File: src/rtl/dma_req_arb.sv
module dma_req_arb #(
  parameter int N      = 8,
  parameter int RATE_W = 4,
  localparam int CW    = $clog2(N),
  localparam int XW    = 1 << RATE_W
) (
  input  logic            clk,
  input  logic            rst_n,
  input  logic            master_en,
  input  logic [N-1:0]    chan_en,
  input  logic [N-1:0]    req_mask,
  input  logic [N-1:0]    burst_only,
  input  logic [N-1:0]    hi_prio,
  input  logic [N-1:0]    wait_req,
  input  logic [N*RATE_W-1:0] arb_rate,
  input  logic [N-1:0]    sreq,
  input  logic [N-1:0]    breq,
  input  logic [N-1:0]    sw_req,
  input  logic            eng_start,
  input  logic            eng_done,
  output logic            grant_valid,
  output logic [CW-1:0]   grant_chan,
  output logic            grant_burst,
  output logic [XW-1:0]   grant_xfers,
  output logic [N-1:0]    chan_active
);

  typedef enum logic [1:0] {S_IDLE, S_GRANT, S_BUSY, S_HOLD} st_t;
  st_t state;

  logic [N-1:0] sw_pend, ext_b, ext_s, burst_src, elig, hi_elig, pool, pick_oh;
  logic [CW-1:0] pick;
  logic [RATE_W-1:0] pick_rate;
  logic take, line_held;

  assign ext_b     = breq & ~req_mask;
  assign ext_s     = sreq & ~req_mask & ~burst_only;
  assign burst_src = sw_pend | ext_b;
  assign elig      = {N{master_en}} & chan_en & (burst_src | ext_s);
  assign hi_elig   = elig & hi_prio;
  assign pool      = (|hi_elig) ? hi_elig : elig;

  always_comb begin
    pick = '0;
    for (int i = N - 1; i >= 0; i--)
      if (pool[i]) pick = CW'(i);
  end

  assign pick_oh   = N'(1) << pick;
  assign pick_rate = arb_rate[pick*RATE_W +: RATE_W];
  assign take      = (state == S_IDLE) && (|elig);
  assign line_held = sreq[grant_chan] | breq[grant_chan];

  always_ff @(posedge clk or negedge rst_n) begin
    if (!rst_n) sw_pend <= '0;
    else        sw_pend <= (sw_pend & ~(take ? pick_oh : '0)) | sw_req;
  end

  always_ff @(posedge clk or negedge rst_n) begin
    if (!rst_n) begin
      state       <= S_IDLE;
      grant_chan  <= '0;
      grant_burst <= 1'b0;
      grant_xfers <= '0;
    end else begin
      case (state)
        S_IDLE:
          if (take) begin
            state       <= S_GRANT;
            grant_chan  <= pick;
            grant_burst <= burst_src[pick];
            grant_xfers <= burst_src[pick] ? (XW'(1) << pick_rate) : XW'(1);
          end
        S_GRANT:
          if (eng_start) state <= S_BUSY;
        S_BUSY:
          if (eng_done) state <= (wait_req[grant_chan] && line_held) ? S_HOLD : S_IDLE;
        S_HOLD:
          if (!line_held) state <= S_IDLE;
        default: state <= S_IDLE;
      endcase
    end
  end

  assign grant_valid = (state == S_GRANT) || (state == S_BUSY);
  assign chan_active = (state != S_IDLE) ? (N'(1) << grant_chan) : '0;

endmodule

File: config.mk
export PLATFORM = sky130hd
export DESIGN_NAME = dma_req_arb
export DESIGN_NICKNAME = d
export VERILOG_FILES = /design/src/rtl/dma_req_arb.sv
export SDC_FILE = /design/constraint.sdc
export NUM_CORES = 1
export LEC_CHECK = 0
export ABC_AREA = 1
export BUFFER_PORTS_ARGS = -buffer_cell sky130_fd_sc_hd__buf_2
export CAP_MARGIN = 5
export CORE_MARGIN = 2
export CORE_UTILIZATION = 25
export CTS_BUF_LIST = sky130_fd_sc_hd__clkbuf_4 sky130_fd_sc_hd__clkbuf_8
export DETAILED_ROUTE_END_ITERATION = 7
export PLACE_DENSITY = 0.58
export SLEW_MARGIN = 10
export SYNTH_ARGS = -nofsm -noshare
export SYNTH_HDL_FRONTEND = slang
export SYNTH_SLANG_ARGS = --single-unit
File: constraint.sdc
create_clock -name clk -period 3 [get_ports clk]
set_clock_uncertainty 0.1 [all_clocks]
set_input_delay 0.6 -clock clk [delete_from_list [all_inputs] [get_ports clk]]
set_output_delay 0.6 -clock clk [all_outputs]
set_load 0.03 [all_outputs]
### Word-level counts from Yosys, hierarchy flattened

Cells that the tools add are included.

* register bits: 30
* input port bits: 101
* output and inout port bits: 29
* logic and storage cells: 67

* magnitude comparators: 2
* equality and inequality tests: 7
* shift-type cells: 4
* mux-type cells: 26
* bitwise logic cells: 14
* reductions and logical operators: 9

Operator list (number)
* 8-bit bitwise AND: 7
* 32-bit by 6-bit variable part select with 4-bit output: 1
* 3-bit two-way mux: 8
* 8-bit two-way mux: 3
* 8-bit NOT: 3
* 8-bit OR: 3
* 16-bit two-way mux: 1
* 8-bit OR reduction: 2
* 1-bit by 3-bit << shifter with 8-bit output, first input constant: 2
* 1-bit by 4-bit << shifter with 16-bit output, first input constant: 1
* 1-bit binary-select mux with 3-bit select: 4
* 2-bit two-way mux: 5
* 3-bit by 4-bit less-than comparator with 1-bit output, second input constant: 2
* 2-bit inequality test, second input constant: 4
* 2-bit one-hot mux with 4 select lines: 1
* 2-bit == test, second input constant: 2
* 1-bit two-way mux: 4
* 4-bit AND reduction: 1
* 2-bit by 1-bit == test with 1-bit output, second input constant: 1
* 1-bit logical AND: 2
* 2-bit logical NOT: 1
* 2-bit AND reduction: 1
* 2-bit nonzero test: 1
* 1-bit logical OR: 1
* 1-bit OR: 1

### Logic depth before layout (Yosys ltp)

* depth in word-level cells: 21
* depth in mapped cells: 27
* gate-level depth less buffers: 26

### Worst setup path after synthesis

OpenSTA, ideal clock, no wires.

* path type: input to register
* from: input port master_en
* to: register grant_xfers[10]
* library setup time: 0.066 ns
* arrival time: 2.502 ns
* slack: 0.333 ns
* stages on the path: 23
* buffers on the path: 2
* cell sequence: buf_6 nand2_2 clkinv_1 nand3_2 nand2_2 nor2_4 nand2_4 o21ai_2 inv_1 nand2_1 nand2_1 nand2_2 nand2_4 nand2_4 buf_8 nand3_1 nand3_1 nor2_2 nor2_4 inv_2 nor2_4 nand2_1 nand2_1

* cells in the longest elaborated chain, start to end: 16

Ends and longest elaborated chain
* from (decl): line 9 `input logic master_en,`
* 8-bit bitwise AND (*) (2 in a row): line 39 `assign elig = {N{master_en}} & chan_en & (burst_src | ext_s);`
* 8-bit bitwise AND: line 40 `assign hi_elig = elig & hi_prio;`
* 8-bit OR reduction: line 41 `assign pool = (|hi_elig) ? hi_elig : elig;`
* 8-bit two-way mux: line 41
* 3-bit two-way mux (8 in a row): line 46 `if (pool[i]) pick = CW'(i);`
* 32-bit by 6-bit variable part select with 4-bit output or 1-bit binary-select mux with 3-bit select (tied branches): line 50, 72
* 1-bit by 4-bit << shifter with 16-bit output or 1-bit two-way mux (tied branches): line 72 `grant_xfers <= burst_src[pick] ? (XW'(1) << pick_rate) : XW'(1);`
* 16-bit two-way mux: line 72
* to (signal assigned): line 72
* to (decl): line 24 `output logic [XW-1:0] grant_xfers,`

Mark *: on every way between the ends. The rest lies on a longest branch, timed or not. The select of a mux whose other input is x is not followed.
A chain may end at the register's enable or synchronous reset.

### Worst setup path in the final report

* from: input port req_mask[4]
* to: register grant_xfers[9]

* cells in the longest elaborated chain, start to end: 19

Ends and longest elaborated chain
* from (decl): line 11 `input logic [N-1:0] req_mask,`
* 8-bit NOT (*): line 36, 37
* 8-bit bitwise AND, on equally long branches: line 36, 37
* 8-bit OR or 8-bit bitwise AND (tied branches): line 38, 37
* 8-bit OR: line 39
* 8-bit bitwise AND: line 39
* 8-bit bitwise AND: line 40
* 8-bit OR reduction: line 41
* 8-bit two-way mux: line 41
* 3-bit two-way mux (8 in a row): line 46
* 32-bit by 6-bit variable part select with 4-bit output or 1-bit binary-select mux with 3-bit select (tied branches): line 50, 72
* 1-bit by 4-bit << shifter with 16-bit output or 1-bit two-way mux (tied branches): line 72
* 16-bit two-way mux: line 72

Marks and branches as above.

==> metrics list <==
- Class of the most critical hold timing path: in2async
- Share of synthesized area spent on multiplexers: 0
* Post-synthesis sequential element count: 30
- Routability-driven placement finished with a final weighted congestion of approximately 0.81.
* GR Util All Layers: 0.153
* Number of DRC markers in iteration 0: approximately 150
- The initial antenna violation count was 1.
* Type of element capturing the critical path: register
* Core area: ~0.011 sq mm
- The final route contains 3,194 vias.
- Of the total synthesized cell area, the portion taken by AND, OR, NAND and NOR gates is 0.472.
* Fraction of synthesized cell area taken by the top area cell type: 0.275
- Total detailed-routing wirelength: ~9000 microns
* Reg-to-Reg Start: sw_pend[3]
- Of the synthesized area, sequential elements account for 0.275.
* Vert. Die Dim: between 100 and 150 microns
- After clock tree synthesis, the clock-pin slew on the worst setup and hold paths is around 0.070 ns.
* Shortest clock period the worst path allows after layout: approximately 2.7 ns
* Vias per cell: 4.38
* Clock tree from TritonCTS: done
- For this run, the top clock speed supported by timing is around 360 MHz.
* Sequential Power Share: 0.230
- Most common flop cell mapped by yosys: dfrtp_1
- Number of H-tree levels: 2
- Net Sw Frac: 0.499
- Setup violations remaining at the end of the flow were counted as 0.
- Tracing the worst setup path back leads to its startpoint at req_mask[4].
- Post-route clock period utilization: 0.915
* Inserted Clock Buffers: 5
* Count of mapped cells out of synthesis: 428
- Internal Dissipation: around 0.0013 W
- For the worst-skew pair, the clock arrives at the later sink with an insertion delay of about 0.28 ns.
- By area the synthesized netlist is led by dfrtp_1, nand2_1, nand3_1, inv_1, nor2_1.
* Maximum number of pins on one net before global-route repair: 31
- Post-route DRC: 0
- Average instance area after synthesis: around 6.4 sq um
* Cell area after layout: about 0.0039 sq mm
* Final Hold Vio Count: 0
- The first global-routing pass estimated 14,200 microns of wire.
- Number of sinks driven by the clock tree: 30
* Data required time of the worst path: 3.13 ns
* Remaining Overflow, GRT: 0
* Clk network pwr share: 0.154
- After synthesis the cells add up to roughly 0.0027 sq mm.
- The floorplan step defined a die boundary enclosing between 0.01 and 0.015 sq mm.
- Max Cap Viol: 0
* Fraction of registers with async set/reset: 1.00
- The worst setup path is of the in2reg kind.
* Count of hold-fix buffers inserted at cts: 0
* Root Buffer Master: clkbuf_8
* Arrival time of data at the critical path endpoint: 2.87 ns
- Leakage power figure: approximately 2.2 nW
* Compound-Gate Fraction of Synth Area: 0.116
- Across the VDD grid, the largest voltage drop is about 0.35 mV.
* Synth cell types: 34
* Die width: roughly 110 microns
* Actual transition at the worst max-transition pin: 0.674 ns
* Power density of the placed cells: 663 mW/mm^2
* Starting density of the core: 0.254
* Hold Slack: approximately 0.25 ns
- The first detailed-routing pass ran for 5 iterations.
* Maximum fanout along the worst path: 6
- Synth Area in XOR/XNOR: 0
- Count of input and output buffers: ~130
- Count of synthesis-stage warnings from yosys: 0
- Drt wl/cell: 12.5 microns
- Of the total power, combinational logic draws 0.616.
- Counting tap cells, the placed design contains a total of 717 instances.
- By area, the combinational part of the netlist is dominated by simple AND/OR/NAND/NOR gates.
- After floorplanning, the core was divided into 38 placement rows.
* Syn-to-layout area delta: 43.5%
- Leaving out filler cells and counting taps, the final layout contains roughly 730.
* Maximum number of buffers from clock root to sink: 2
- The number of global-route vias before repair was about 3,100.
- Kind of launch point of the worst setup path: input port
* Pins Over Slew Limit: 0
* Final nets: a little under 700
- The synthesized design contains 0 enable-type register cells.
* Cell area after placement: between 0.003 and 0.004 sq mm
* Total I/O pin count: between 100 and 150
- The worst pin sits at a relative slew slack of 0.551.
* Post-Synthesis Net Count: 533
- Layout cells sized above 1: 0.406
- Of the total synthesized cell area, the portion taken by full adders, half adders and majority gates is 0.0183.
- The run finished with clean final reports.
- Synth area leader: dfrtp_1
* Half-perimeter wire length after detailed placement: about 7600 microns
- Switching pwr: 0.00129 W
* Setup slack, reg-to-reg: 0.30 ns
- In this run the remaining antenna-violating nets after routing total 0.
registers in the layout, summed over array words and instances (netlist names):
signal,count
state,2
sw_pend,8
grant_burst,1
grant_xfers,16
grant_chan,3
cell usage in the layout, fill, tap and decap left out, types with 2 or more instances in the layout:
master and n:
a21oi_4 2, buf_2 129, clkbuf_8 5, o21ai_2 3, ha_1 4, o21ai_0 23
nand3_1 36, buf_4 30, nand3b_1 14, dfrtp_1 30, nor2_2 5, o22ai_1 5
nand2_1 135, nand4_1 8, nand2_2 14, nor2_1 30, nor2_4 7, a31oi_1 2
inv_1 51, inv_2 15, clkinv_2 2, o21ai_1 5, nand2_4 5, a21oi_2 6
nor3_1 2, buf_12 2, nand3_2 9
Yosys cell counts (2+ instances only):
master	count
buf_6	2
ha_1	4
nor2_1	34
nand3b_1	14
o21ai_1	7
nand3_1	39
nand3_2	6
buf_4	2
nor3_1	2
nand2_2	7
dfrtp_1	30
nand4_1	8
inv_1	51
nor2_2	2
a21oi_2	6
nand2_1	142
clkbuf_1	3
a21oi_4	2
o21ai_0	23
o22ai_1	5
nor2_4	6
nand2_4	5
inv_2	16
a31oi_1	2
per-layer routing:
metal,track usage,part of all wire,vias to the layer above
met4,0.0375,0.0087,0
met3,0.0289,0.068,9
met1,0.182,0.45,1392
met2,0.282,0.47,118
li1,-,-,1675
met5,0,0,-
cells by family (layout without fill, tap and decap cells):
kind of cell,count (synthesis),in the layout
simple gates,268,268
buf+inv,77,237
compound gates,49,49
flops,30,30
fa+ha+maj,4,4
other cells,0,1
through the flow:
stage	TNS, ns	total power, W	worst slack [ns]	utilization
final	0	0.00260	0.256	0.364
after global routing	-0.00540	0.00283	-0.00540	0.364
after CTS	0	0.00259	0.235	0.357
after detailed placement	-0.347	0.00218	-0.0491	0.346
after global placement	-0.810	0.00216	-0.0919	0.346
after floorplan	0	0.00166	0.333	-
final timing paths:
path | end | cells after the start
hold reg to reg | grant_xfers[2] | 2
min in group clk | grant_xfers[2] | 2
max in group asynchronous | sw_pend[7] | 1
hold / removal | grant_xfers[8] | 1
setup / recovery | grant_xfers[9] | 21
setup reg to reg | grant_xfers[9] | 19
cell type report:
type / count / area, sq um
clock buffer: 5 / 68.8
inverter: 68 / 258
antenna: 1 / 2.50
clock inverter: 3 / 40.0
timing repair buffer: 161 / 911
fill: 1165 / 6830
sequential: 30 / 751
tap: 140 / 175
multi-input combinational: 321 / 1710
power groups by stage:
stage          sequential, W  combinational [W]  clock (W)
2_1_floorplan       0.000754           0.000907          0
3_3_place_gp        0.000606            0.00155          0
3_5_place_dp        0.000605            0.00157          0
4_1_cts             0.000600            0.00158   0.000409
5_1_grt             0.000616            0.00178   0.000429
6_report            0.000597            0.00160   0.000400
worst max-delay path: stages:
cell and delay, ns:
buf_2 0.07, inv_1 0.05, a21oi_2 0.17, nand2_2 0.08
nand3_2 0.08, nand2_2 0.06, nor2_4 0.15, nand2_4 0.10
o21ai_4 0.18, buf_4 0.13, nor3_1 0.04, nor3_1 0.13
nand2_1 0.19, inv_2 0.11, buf_4 0.14, nand3_2 0.10
nand2_4 0.12, inv_2 0.07, nor2_1 0.15, nand2_1 0.07
nand2_1 0.06
what timing repair did:
item	in CTS	in global routing
setup buffers	0	3
resized for setup	0	18
endpoints found under the setup margin	0	16
Note: power is estimated with default switching activity, not from simulation.
